File: config.mk
export PLATFORM = sky130hd
export DESIGN_NAME = sysctl_regbank
export DESIGN_NICKNAME = d
export VERILOG_FILES = /design/src/rtl/sysctl_pkg.sv /design/src/rtl/sysctl_rst_sync.sv /design/src/rtl/sysctl_pin_sync.sv /design/src/rtl/sysctl_flagword.sv /design/src/rtl/sysctl_regbank.sv
export SDC_FILE = /design/constraint.sdc
export NUM_CORES = 1
export LEC_CHECK = 0
export BUFFER_PORTS_ARGS = -buffer_cell sky130_fd_sc_hd__buf_2
export CORE_MARGIN = 4
export CORE_UTILIZATION = 30
export DETAILED_ROUTE_END_ITERATION = 8
export PLACE_DENSITY_LB_ADDON = 0.25
export SLEW_MARGIN = 10
export SYNTH_ARGS = -nofsm -noshare
export SYNTH_HDL_FRONTEND = slang
export SYNTH_HIERARCHICAL = 1
export SYNTH_SLANG_ARGS = --single-unit
File: constraint.sdc
create_clock -name clk -period 2.8 [get_ports clk]
set_input_delay 0.56 -clock clk [delete_from_list [all_inputs] [get_ports clk]]
set_output_delay 0.56 -clock clk [all_outputs]
set_load 0.1 [all_outputs]
File: src/rtl/sysctl_pkg.sv
package sysctl_pkg;

  localparam int REG_W = 32;

  // byte offsets of the mapped words
  localparam logic [7:0] OFF_ID      = 8'h00;
  localparam logic [7:0] OFF_LED     = 8'h08;
  localparam logic [7:0] OFF_VFLAG   = 8'h30;
  localparam logic [7:0] OFF_VCLR    = 8'h34;
  localparam logic [7:0] OFF_NVFLAG  = 8'h38;
  localparam logic [7:0] OFF_NVCLR   = 8'h3C;
  localparam logic [7:0] OFF_CARD    = 8'h48;
  localparam logic [7:0] OFF_FLASH   = 8'h4C;
  localparam logic [7:0] OFF_MISC    = 8'h60;

  localparam int ID_LSB = 16;

  typedef enum logic [3:0] {
    SEL_NONE,
    SEL_ID,
    SEL_LED,
    SEL_VFLAG,
    SEL_VCLR,
    SEL_NVFLAG,
    SEL_NVCLR,
    SEL_CARD,
    SEL_FLASH,
    SEL_MISC
  } sel_e;

endpackage

File: src/rtl/sysctl_rst_sync.sv
module sysctl_rst_sync #(
  parameter int STAGES = 2
) (
  input  logic clk,
  input  logic arst_n,
  output logic srst_n
);

  logic [STAGES-1:0] chain_q;
  logic [STAGES-1:0] chain_d;

  always_comb begin
    chain_d = {chain_q[STAGES-2:0], 1'b1};
  end

  always_ff @(posedge clk or negedge arst_n) begin
    if (!arst_n) chain_q <= '0;
    else         chain_q <= chain_d;
  end

  assign srst_n = chain_q[STAGES-1];

endmodule

File: src/rtl/sysctl_pin_sync.sv
module sysctl_pin_sync #(
  parameter int WIDTH  = 3,
  parameter int STAGES = 2
) (
  input  logic             clk,
  input  logic             rst_n,
  input  logic [WIDTH-1:0] pin_i,
  output logic [WIDTH-1:0] pin_o
);

  logic [STAGES-1:0][WIDTH-1:0] pipe_q;
  logic [STAGES-1:0][WIDTH-1:0] pipe_d;

  always_comb begin
    pipe_d[0] = pin_i;
    for (int i = 1; i < STAGES; i++) pipe_d[i] = pipe_q[i-1];
  end

  always_ff @(posedge clk or negedge rst_n) begin
    if (!rst_n) pipe_q <= '0;
    else        pipe_q <= pipe_d;
  end

  assign pin_o = pipe_q[STAGES-1];

endmodule

File: src/rtl/sysctl_flagword.sv
module sysctl_flagword #(
  parameter int W = 32
) (
  input  logic         clk,
  input  logic         rst_n,
  input  logic         set_en,
  input  logic         clr_en,
  input  logic [W-1:0] wdata,
  output logic [W-1:0] flags
);

  logic [W-1:0] flags_q;
  logic [W-1:0] flags_d;
  logic         upd;

  always_comb begin
    upd     = set_en | clr_en;
    flags_d = flags_q;
    if (set_en) flags_d = flags_d | wdata;
    // clear is applied last so it wins over a coincident set
    if (clr_en) flags_d = flags_d & ~wdata;
  end

  always_ff @(posedge clk or negedge rst_n) begin
    if (!rst_n)   flags_q <= '0;
    else if (upd) flags_q <= flags_d;
  end

  assign flags = flags_q;

endmodule

File: src/rtl/sysctl_regbank.sv
module sysctl_regbank
  import sysctl_pkg::*;
#(
  parameter int          ADDR_W      = 8,
  parameter logic [11:0] BOARD_ID    = 12'h000,
  parameter int          LED_N       = 8,
  parameter int          SYNC_STAGES = 2,
  parameter int          MASTER_BIT  = 14
) (
  input  logic              clk,
  input  logic              rst_n,
  input  logic              por_n,
  input  logic              wr_en,
  input  logic              rd_en,
  input  logic [ADDR_W-1:0] addr,
  input  logic [REG_W-1:0]  wdata,
  output logic [REG_W-1:0]  rdata,
  input  logic              card_present_i,
  input  logic              card_wprot_i,
  input  logic              master_strap_i,
  output logic [LED_N-1:0]  led_o,
  output logic              flash_wp_n_o
);

  localparam logic [ADDR_W-1:0] A_ID     = ADDR_W'(OFF_ID);
  localparam logic [ADDR_W-1:0] A_LED    = ADDR_W'(OFF_LED);
  localparam logic [ADDR_W-1:0] A_VFLAG  = ADDR_W'(OFF_VFLAG);
  localparam logic [ADDR_W-1:0] A_VCLR   = ADDR_W'(OFF_VCLR);
  localparam logic [ADDR_W-1:0] A_NVFLAG = ADDR_W'(OFF_NVFLAG);
  localparam logic [ADDR_W-1:0] A_NVCLR  = ADDR_W'(OFF_NVCLR);
  localparam logic [ADDR_W-1:0] A_CARD   = ADDR_W'(OFF_CARD);
  localparam logic [ADDR_W-1:0] A_FLASH  = ADDR_W'(OFF_FLASH);
  localparam logic [ADDR_W-1:0] A_MISC   = ADDR_W'(OFF_MISC);
  localparam int                N_FLAG   = 2;
  localparam int                N_PIN    = 3;
  localparam logic [REG_W-1:0]  ID_WORD  = REG_W'(BOARD_ID) << ID_LSB;

  // reset domains: volatile (either reset) and non-volatile (power-on only)
  logic vrst_n;
  logic nvrst_n;
  logic vrst_raw_n;

  assign vrst_raw_n = rst_n & por_n;

  sysctl_rst_sync #(.STAGES(2)) u_vrst (
    .clk    (clk),
    .arst_n (vrst_raw_n),
    .srst_n (vrst_n)
  );

  sysctl_rst_sync #(.STAGES(2)) u_nvrst (
    .clk    (clk),
    .arst_n (por_n),
    .srst_n (nvrst_n)
  );

  // pin synchronisers: {strap, wprot, present}
  logic [N_PIN-1:0] pins_raw;
  logic [N_PIN-1:0] pins_s;

  assign pins_raw = {master_strap_i, card_wprot_i, card_present_i};

  sysctl_pin_sync #(.WIDTH(N_PIN), .STAGES(SYNC_STAGES)) u_pins (
    .clk   (clk),
    .rst_n (vrst_n),
    .pin_i (pins_raw),
    .pin_o (pins_s)
  );

  // address decode
  sel_e sel;

  always_comb begin
    unique case (addr)
      A_ID:     sel = SEL_ID;
      A_LED:    sel = SEL_LED;
      A_VFLAG:  sel = SEL_VFLAG;
      A_VCLR:   sel = SEL_VCLR;
      A_NVFLAG: sel = SEL_NVFLAG;
      A_NVCLR:  sel = SEL_NVCLR;
      A_CARD:   sel = SEL_CARD;
      A_FLASH:  sel = SEL_FLASH;
      A_MISC:   sel = SEL_MISC;
      default:  sel = SEL_NONE;
    endcase
  end

  // flag words: index 0 volatile, index 1 non-volatile
  logic [REG_W-1:0] flag_word [N_FLAG];
  logic [REG_W-1:0] vflags;
  logic [REG_W-1:0] nvflags;

  for (genvar g = 0; g < N_FLAG; g++) begin : g_flag
    logic set_hit;
    logic clr_hit;
    logic fw_rst_n;

    if (g == 0) begin : g_vol
      assign set_hit  = wr_en && (sel == SEL_VFLAG);
      assign clr_hit  = wr_en && (sel == SEL_VCLR);
      assign fw_rst_n = vrst_n;
    end else begin : g_nonvol
      assign set_hit  = wr_en && (sel == SEL_NVFLAG);
      assign clr_hit  = wr_en && (sel == SEL_NVCLR);
      assign fw_rst_n = nvrst_n;
    end

    sysctl_flagword #(.W(REG_W)) u_fw (
      .clk    (clk),
      .rst_n  (fw_rst_n),
      .set_en (set_hit),
      .clr_en (clr_hit),
      .wdata  (wdata),
      .flags  (flag_word[g])
    );
  end

  assign vflags  = flag_word[0];
  assign nvflags = flag_word[1];

  // LED and flash control
  logic [LED_N-1:0] led_q, led_d;
  logic             led_en;
  logic             flash_q, flash_d;
  logic             flash_en;

  always_comb begin
    led_en   = wr_en && (sel == SEL_LED);
    led_d    = wdata[LED_N-1:0];
    flash_en = wr_en && (sel == SEL_FLASH);
    flash_d  = wdata[0];
  end

  always_ff @(posedge clk or negedge vrst_n) begin
    if (!vrst_n) begin
      led_q   <= '0;
      flash_q <= 1'b0;
    end else begin
      if (led_en)   led_q   <= led_d;
      if (flash_en) flash_q <= flash_d;
    end
  end

  assign led_o        = led_q;
  assign flash_wp_n_o = flash_q;

  // read path
  logic [REG_W-1:0] rd_mux;
  logic [REG_W-1:0] rdata_q;

  always_comb begin
    rd_mux = '0;
    unique case (sel)
      SEL_ID:     rd_mux = ID_WORD;
      SEL_LED:    rd_mux = REG_W'(led_q);
      SEL_VFLAG:  rd_mux = vflags;
      SEL_NVFLAG: rd_mux = nvflags;
      SEL_CARD:   rd_mux = REG_W'(pins_s[1:0]);
      SEL_FLASH:  rd_mux = REG_W'(flash_q);
      SEL_MISC:   rd_mux = REG_W'(pins_s[2]) << MASTER_BIT;
      default:    rd_mux = '0;
    endcase
  end

  always_ff @(posedge clk or negedge vrst_n) begin
    if (!vrst_n)    rdata_q <= '0;
    else if (rd_en) rdata_q <= rd_mux;
  end

  assign rdata = rdata_q;

endmodule

* Yosys cells after proc, flatten, opt, wreduce, memory -nomap -nowiden
Index checks and enable logic that the tools add are counted.
Word-level totals: register bits 115, latch bits 0, bits in writable memories 0, ROM bits 0, bits of input ports 48, output and inout port bits 41, word-level logic and storage cells 46, memories kept 0
Cells by class: add/subtract/negate cells 0, $mul 0, divide/modulo/power cells 0, order comparisons 0, equality and inequality tests 16, shift-type cells 0, mux-type cells 6, bitwise gates (word level) 8, reduce and logical (&&, ||, !) cells 7
Operators with widths (number):
- 32-bit one-hot mux with 6 select lines | 1
- 32-bit 2-to-1 mux | 4
- 32-bit bitwise AND | 2
- 32-bit bitwise OR | 2
- 4-bit one-hot mux with 9 select lines | 1
- 8-bit by 6-bit equality test with 1-bit output (second input constant) | 4
- 32-bit inverter | 1
- 8-bit by 7-bit equality test with 1-bit output (second input constant) | 3
- 4-bit by 3-bit equality test with 1-bit output (second input constant) | 4
- 4-bit by 2-bit equality test with 1-bit output (second input constant) | 2
- 4-bit equality test (second input constant) | 2
- 8-bit by 4-bit equality test with 1-bit output (second input constant) | 1
- 8-bit logical NOT | 1
- 1-bit logical AND | 6
- 1-bit bitwise OR | 2
- 1-bit bitwise AND | 1

* Longest topological paths before layout
Gate-level depths: netlist (run 1).
depth after elaboration 7, gate-level depth with buffers 9, depth with buffers taken out 7

* By module
The synthesis (run 1) kept the hierarchy.
By module, submodules not included:
- sysctl_flagword | times used 2, cells an instance 102, area each 1169.9 µm², sequential area each 800.8 µm²
- sysctl_regbank | times used 1, cells an instance 182, area each 2313.5 µm², sequential area each 1026.0 µm²
- sysctl_pin_sync | times used 1, cells an instance 6, area each 150.1 µm², sequential area each 150.1 µm²
- sysctl_rst_sync | times used 2, cells an instance 3, area each 53.8 µm², sequential area each 50.0 µm²

* Worst setup path after synthesis (run 1)
No wires, ideal clock.
kind in2reg, start input port addr[5], end register g_flag[0].u_fw.flags_q[0], library setup time 0.126 ns, arrival time 2.205 ns, required time 2.674 ns, slack 0.469 ns, stages on the path 7, path buffers 2, path through buf_2 or4b_1 o21ai_0 nand3_1 nor3b_1 buf_2 a21oi_1
On the way: elaborated cells between the ends (all ways) 18, classes of those cells eq/ne: 10; mux: 3; bitwise: 2; reduce/logical: 3
RTL lines:
- from (decl) | line sysctl_regbank.sv:15 | input logic [ADDR_W-1:0] addr,
- 8-bit by 7-bit equality test with 1-bit output (tied with other cells) | line sysctl_regbank.sv:74 | unique case (addr)
- 4-bit one-hot mux with 9 select lines * | line sysctl_regbank.sv:74
- 4-bit by 3-bit equality test with 1-bit output * | line sysctl_regbank.sv:100 | assign clr_hit = wr_en && (sel == SEL_VCLR);
- 1-bit logical AND * | line sysctl_regbank.sv:100
- named net g_flag[0].clr_hit | line sysctl_regbank.sv:95 | logic clr_hit;
- 32-bit 2-to-1 mux or 1-bit bitwise OR (tied branches) | line sysctl_flagword.sv:21, sysctl_flagword.sv:17
- to (signal assigned) | line sysctl_flagword.sv:26 | else if (upd) flags_q <= flags_d;
- to (decl) | line sysctl_flagword.sv:12 | logic [W-1:0] flags_q;
Mark *: on every way through the listed nets, which the timed path passes. The rest lies on a longest branch. A chain may end at the register's enable or synchronous reset.

* Worst setup path in the final report (run 1)
start input port addr[4], end register g_flag[1].u_fw.flags_q[19]
On the way: word-level cells in the longest chain between the ends 7, elaborated cells between the ends (all ways) 18, classes of those cells eq/ne: 10; mux: 3; bitwise: 2; reduce/logical: 3
Ends and longest elaborated chain:
- 8-bit by 7-bit equality test with 1-bit output (tied with other cells) | line sysctl_regbank.sv:74
- 4-bit one-hot mux with 9 select lines * | line sysctl_regbank.sv:74
- 4-bit by 3-bit equality test with 1-bit output * | line sysctl_regbank.sv:103 | assign set_hit = wr_en && (sel == SEL_NVFLAG);
- 1-bit logical AND * | line sysctl_regbank.sv:103
- named net g_flag[1].set_hit | line sysctl_regbank.sv:94 | logic set_hit;
- 32-bit 2-to-1 mux | line sysctl_flagword.sv:19 | if (set_en) flags_d = flags_d | wdata;
- 32-bit bitwise AND | line sysctl_flagword.sv:21 | if (clr_en) flags_d = flags_d & ~wdata;
- 32-bit 2-to-1 mux | line sysctl_flagword.sv:21
- to (signal assigned) | line sysctl_flagword.sv:26
- to (decl) | line sysctl_flagword.sv:12
Marks and branches as above.

==> results.md, run 1 <==
- The run finished with clean final reports.
- The average size of a mapped cell is 12.3 um2.
- The post-synthesis net count is 446.
- The number of cells in the finished layout apart from fillers is 721.
- Across the VDD grid, the largest voltage drop is 448 uV.
- The aggregate global-route resource usage is 15.1%.
- The placed instances occupy a cell area of 5640 um2.
- The die area is 18,500 um2.
- The CTS clock-pin slew for the worst setup and hold paths is 50 ps.
- The initial antenna violation count is 1.
- The time the final worst path needs with I/O delays and setup is 2440 ps.
- The post-synthesis sequential element count is 115.
- Data on the critical path arrives at its endpoint at 2750 ps.
- The final route contains 3,767 vias.
- The number of routed nets with antenna violations is 0.
- Setup repair after global routing left no endpoint under its margin.
- The fraction of final layout cells sized beyond drive strength 1 is 36.5%.
- In the layout the commonest cells are a21oi_1, dfrtp_1, buf_2.
- The critical path is of the primary input to flip-flop type.
- STA classifies the critical path endpoint as a flip-flop.
- The later pin in the worst-skew pair is clocked with a latency of 400 ps.
- Counting the fill cells in the layout gives 1,559.
- The share of the core filled with cells in the final layout is 38.9%.
- The count of final max-slew check failures is 0.
- The post-layout net count is 543.
- Dividing the detail-routed via count by the number of cells gives 5.22.
- The number of distinct library cells after synthesis is 39.
- The number of endpoints with negative hold slack in the final report was 0.
- Synthesis handed over a netlist of 398 instances.
- Data on the critical path is required at its endpoint by 3120 ps.
- The detailed-placement wirelength estimate is 8.55 mm.
- The initial DRC count is 296.
- The initialized floorplan defines 46 standard-cell rows.
- The final hold slack is 37.8 ps.
- The via count of the first global-routing pass is 3,893.
- After global routing the overflow that remains totals 0.
- The first-pass detailed-route iteration total is 6.
- The number of max-cap violations is 0.
- The share of synthesized area occupied by flip-flops and latches is 58.6%.
- At the end of routability-driven placement, the weighted congestion stood at 0.726.
- Relative to the synthesized area, the layout overhead comes to 26.3%.
- After detailed routing, the total wire length is 13.2 mm.
- The initial utilization of the core area, before any placement, comes to 30.8%.
- The worst setup path is launched from a primary input.
- The count of instances resized after the clock tree is built is 0.
- The wire length of the first global-routing pass is 21.1 mm.
- The mapped netlist covers 4910 um2.
- The H-tree level count is 4.
- The highest clock frequency the design can meet is 411 MHz.
- In this run the tool buffered the top-level ports with 88 buffer cells.
- The buffer levels on the longest clock path is 2.
- The path class of the tightest hold or removal check is primary input to asynchronous set/reset pin.
- The finished cells cover 6200 um2.
- The buffer cell driving the clock tree root is clkbuf_16.
- For this design the static power due to leakage is 2.83 nW.
- For the pin with the worst max-slew slack, the measured transition is 901 ps.
- The core region is 15,900 um2.
- Entering global routing, the biggest net connects 47 pins.
- Yosys printed 6 warnings.
- After layout, the worst path uses 87.0% of the clock period.
- Measured along the x axis, the die boundary spans 136 um.
- In this run the tightest slew margin relative to its limit is 39.8%.
- The TritonCTS clock tree is built.
- The setup-violating endpoint count in the final report is 0.
- The clock drives 115 sinks.
- In this run the worst path has a maximum fanout of 32.
- The commonest non-fill, non-tap cell in the layout is a21oi_1.
- The remaining design rule violation count is 0.
- In this run, CTS created clock tree buffers numbering 17.
- Dividing the detail-routed wire length by the instance count gives 18.4 um.
- 89 I/O pins were placed.
- The number of placed instances, taps included, is 691.
- Across the routed clock network, the largest skew measured is 6.23 ps.
- The floorplan step set the die height to 136 um.
- The total power divided by cell area is 636 nW/um2.
power by group:
group	switching (mW)	leakage, nW	internal (mW)
clock network	0.683	0.273	1.31
registers	0.0403	1.58	1.70
logic	0.149	0.981	0.0613
synthesized netlist by cell type (all sizes together):
cell type,count,area [um2]
a2111oi,2,42.5
a21oi,132,661
a222oi,4,40.0
a22o,7,61.3
a22oi,28,220
a2bb2oi,1,8.76
and2,2,12.5
and3,1,6.26
buf,20,161
clkbuf,8,30.0
conb,2,7.51
dfrtp,115,2880
inv,1,3.75
mux2,9,101
nand2,6,22.5
nand2b,1,6.26
nand3,1,5.00
nand3b,1,7.51
nand4,1,6.26
nand4bb,2,22.5
nor2,6,30.0
nor3,6,30.0
nor3b,1,7.51
nor4,2,27.5
o21ai,3,15.0
o2bb2ai,29,435
or2,1,6.26
or3,1,6.26
or3b,1,8.76
or4,1,7.51
or4b,2,23.8
xnor2,1,8.76
logic make-up after synthesis:
group | Yosys count | synth area share, %
AOI/OAI and AO/OA | 206 | 30.2
DFF | 115 | 58.6
and+or+nand+nor | 36 | 4.82
buffers and inverters | 29 | 3.97
muxes | 9 | 2.06
other | 2 | 0.153
xor gates and xnor gates | 1 | 0.178
final cells by class:
type	instances	area, um2	share of cell area [%]
sequential	115	2880	46.5
multi-input combinational	254	1860	30.0
timing repair buffer	106	628	10.1
clock buffer	23	498	8.03
tap	216	270	4.36
clock inverter	5	52.6	0.847
inverter	1	3.75	0.0605
antenna	1	2.50	0.0404
state kept, by name, indices dropped and copies added (netlist names):
name               cells
flash_wp_n_o           1
g_flag.u_fw/flags     64
led_o                  8
rdata                 32
u_nvrst/chain_q        2
u_pins/pin_o           3
u_pins/pipe_d          3
u_vrst/chain_q         2
per-stage QoR:
| stage | worst slack, ps | setup TNS (ps) | power [mW] |
|---|---|---|---|
| final | 365 | 0 | 3.95 |
| after detailed placement | -27.6 | -65.2 | 1.98 |
| after CTS | 410 | 0 | 4.01 |
| after global routing | 163 | 0 | 4.11 |
| after global placement | 68.6 | 0 | 1.98 |
| after floorplan | 377 | 0 | 1.88 |
layer usage:
metal | wire length, um | share of wire (%) | GRT usage [%] | vias up
li1 | - | - | - | 1723
met1 | 5900 | 45 | 19.2 | 1906
met2 | 6450 | 49 | 24.8 | 130
met3 | 772 | 5.8 | 4.18 | 8
met4 | 123 | 0.93 | 5.21 | 0
met5 | 0 | 0 | 0 | -
what timing repair did:
action	CTS	global route
hold endpoints to repair	2	0
hold buffers	1	0
setup buffers	0	0
setup endpoints to repair	0	0
path summary, 6_finish.rpt:
check / startpoint / endpoint / slack (ps) / depth (start not counted)
max reg2reg: led_o[0] / rdata[0] / 1650 / 3
max: addr[4] / g_flag[1].u_fw/flags[19] / 360 / 7
min reg2reg: u_vrst/chain_q[1] / led_o[6] / 280 / 0
max in group asynchronous: u_vrst/chain_q[1] / g_flag[0].u_fw/flags[23] / 1850 / 1
min in group clk: card_wprot_i / u_pins/pipe_d[4] / 260 / 1
min: rst_n / u_vrst/chain_q[1] / 40 / 2
worst max-delay path: stages:
cell and delay, ps:
buf_2 140, or4b_1 550, o21ai_0 230, nand3_1 180, nor2_4 740, a21oi_1 140
a21oi_1 190
Note: power is estimated with default switching activity, not from simulation.
==> inputs of run 2 (changes only) <==
Settings changed: CORE_UTILIZATION 30 to 50.
==> run 2 against run 1 <==
Against the previous run: setup slack improved by 480 ps; non-clock buffer count decreased by 2; cell count decreased by 12%; largest cell class unchanged; global-route usage increased by 6.5 points; clock power decreased by 3%; critical path type unchanged; critical endpoint is now g_flag[1].u_fw/flags[26]; clock skew increased by 3.8 ps.
==> results.md, run 2 (same netlist as run 1, synthesis figures left out) <==
- The sum of negative setup slack came to 0 ps (unchanged).
- The clock latency of the later-clocked register in the worst-skew pair is 510 ps (+110 ps).
- The detailed-placement wirelength estimate is 7.44 mm (-13%).
- The weighted congestion reported at the end of routability-driven placement came to 0.781 (+7.4%).
- The initial DRC count came to 340 (+15%).
- The number of max-cap violations is 0 (unchanged).
- The data required time of the worst path came to 3180 ps (+60 ps).
- The number of flip-flops in the largest register was 64 (unchanged).
- The TritonCTS sink count came to 115 (unchanged).
- The number of buffers created by CTS is 17 (unchanged).
- The highest clock frequency the design can meet is 510 MHz (+24%).
- The endpoint of the worst-slack reg-to-reg timing path is g_flag[0].u_fw/flags[1].
- The leftover overflow at the end of global routing was 0 (unchanged).
- The fraction of final layout cells sized beyond drive strength 1 is 36.6% (+0.053 points).
- The total wire length came to 12.0 mm (-9.5%).
- The leakage power total was 2.79 nW (-1.2%).
- The port buffer count is 88 (unchanged).
- The routed wirelength normalized by instance count was 18.9 um (+2.8%).
- The number of rows created at floorplan is 35 (-24%).
- The mean number of vias per cell is 5.94 (+14%).
- The run finished with clean final reports.
- The post-layout net count was 541 (-0.37%).
- The worst relative slew slack is 30.7% (-9.1 points).
- The class of the tightest hold or removal check is primary input to flip-flop.
- The count of final max-slew check failures was 0 (unchanged).
- The worst register-to-register path begins at u_vrst/chain_q[1].
- The maximum fanout along the worst path came to 25 (-22%).
- The buffer levels on the longest clock path was 2 (unchanged).
- The buffer count from post-CTS setup fixing is 0 (unchanged).
- TritonCTS built the clock tree.
- The initial core utilization is 52.2% (+21 points).
- The die boundary height is 107 um (-21%).
- The buffer cell driving the clock tree root is clkbuf_8.
- The first-pass detailed-route iteration total was 5 (-1).
- The worst path arrival time was 2340 ps (-410 ps).
- The count of instances resized after the clock tree is built came to 0 (unchanged).
- The worst voltage drop across the vdd grid is 355 uV (-21%).
- The CTS clock-pin slew for the worst setup and hold paths is 60 ps (about the same).
- The number of I/O pins is 89 (unchanged).
- The pin count of the biggest net entering global routing was 80 (+70%).
- The final period utilization is 70.0% (-17 points).
- The number of cells traversed by the worst hold path is 1.
- The number of endpoints with negative hold slack in the final report is 0 (unchanged).
- The area used by sequential logic in the layout is 2880 um2 (unchanged).
- The power after layout came to 3.89 mW (-1.4%).
- The slack of the worst reg-to-reg path came to 1610 ps (-40 ps).
- The die area is 11,500 um2 (-38%).
- The width of the chip is 107 um (-21%).
- The number of routed nets with antenna violations came to 0 (unchanged).
- The startpoint-to-endpoint class of the critical path is primary input to flip-flop.
- The final clock skew came to 10.0 ps (+3.78 ps).
- The aggregate global-route resource usage is 21.6% (+6.5 points).
- STA classifies the critical path startpoint as a primary input.
- The number of vias after detailed routing is 3,769 (+0.053%).
- The wire length of the first global-routing pass is 19.5 mm (-7.8%).
- The time the final worst path needs with I/O delays and setup was 1960 ps (-476 ps).
- The commonest non-fill, non-tap cell in the layout is a21oi_1.
- The hold path startpoint is master_strap_i.
- The depth of the worst register-to-register path is 0 (-3).
- Leaving out fill and tap cells, the most frequent cells in the layout are a21oi_1, dfrtp_1, buf_2.
- The area of combinational cells with multiple inputs was 1850 um2 (-0.54%).
- The total power divided by cell area came to 642 nW/um2 (+0.90%).
- The element type at the critical path end is a flip-flop.
- The actual transition at the worst max-transition pin is 1040 ps (+138 ps).
- The via count of the first global-routing pass came to 3,698 (-5.0%).
- The path with the worst hold slack has its endpoint at u_pins/pipe_d[5].
- The H-tree level count came to 4 (unchanged).
- The antenna diode instance count is 0 (-1).
- The startpoint of the worst setup timing path is addr[3].
- Setup repair after global routing left no endpoint under its margin.
- The total core area is 9420 um2 (-41%).
- The setup-violating endpoint count in the final report is 0 (unchanged).
- The filler cell count was 753 (-52%).
- The remaining design rule violation count is 0 (unchanged).
- The initial antenna violation count is 0 (-1).
- The area growth from synthesis to layout is 23.4%.
-- run 2: cell types whose count changed in the layout (fill, tap and decap cells not counted) --
cell / before / now
buf_4: 13 / 10
clkinvlp_4: 1 / 7
nor2_4: 3 / 1
dlygate4sd3_1: 1 / 2
clkbuf_16: 17 / 16
clkbuf_8: 5 / 2
diode_2: 1 / 0
clkinv_2: 3 / 4
inv_6: 0 / 1
nor2_2: 0 / 2
-- run 2: how the worst max path moves through the flow --
stage / end / depth (start not counted)
CTS: rdata[11] / 1
global placement: g_flag[1].u_fw/flags[16] / 7
floorplan: flash_wp_n_o / 0
detailed placement: g_flag[1].u_fw/flags[6] / 7
global route: g_flag[1].u_fw/flags[26] / 7
finish: g_flag[1].u_fw/flags[26] / 7
-- run 2: what timing repair did --
item                                   4_1_cts  5_1_grt
hold buffers                                 2        0
setup endpoints to repair                    0        0
endpoints found under the hold margin        4        0
-- run 2: final cells by class --
cell class	instances	area share, %
clock buffers	19	7.12
clock inverters	13	1.84
inverters	1	0.0619
multi-input cells	254	30.6
flip-flops and latches	115	47.6
well taps	129	2.66
repair buffers	104	10.2
-- run 2: per-stage QoR --
stage	instance area, um2	util [%]	cells	setup WS (ps)	hold slack (ps)
after floorplan	4910	-	398	377	264
after global placement	5500	58.4	601	389	333
after detailed placement	5500	58.4	601	356	339
after CTS	6060	64.4	635	862	146
after global routing	6060	64.4	635	684	150
final	6060	64.4	635	841	165
-- run 2: per-layer routing --
layer / part of all wire, % / track usage, % / up-vias
li1: - / - / 1709
met1: 44 / 30.3 / 1899
met2: 48 / 34.1 / 149
met3: 7.0 / 5.30 / 12
met4: 0.89 / 5.11 / 0
met5: 0 / 0 / -
-- run 2: report_power, final --
group	switching, mW	internal [mW]
Combinational	0.137	0.0586
Sequential	0.0520	1.70
Clock	0.751	1.19
Total	0.940	2.95
-- run 2: worst max-delay path: stages --
cell and delay [ps]:
buf_2 180, or4b_4 550, nor4_1 250, nor3_1 170, nor3_2 310, buf_12 220, a21oi_1 100
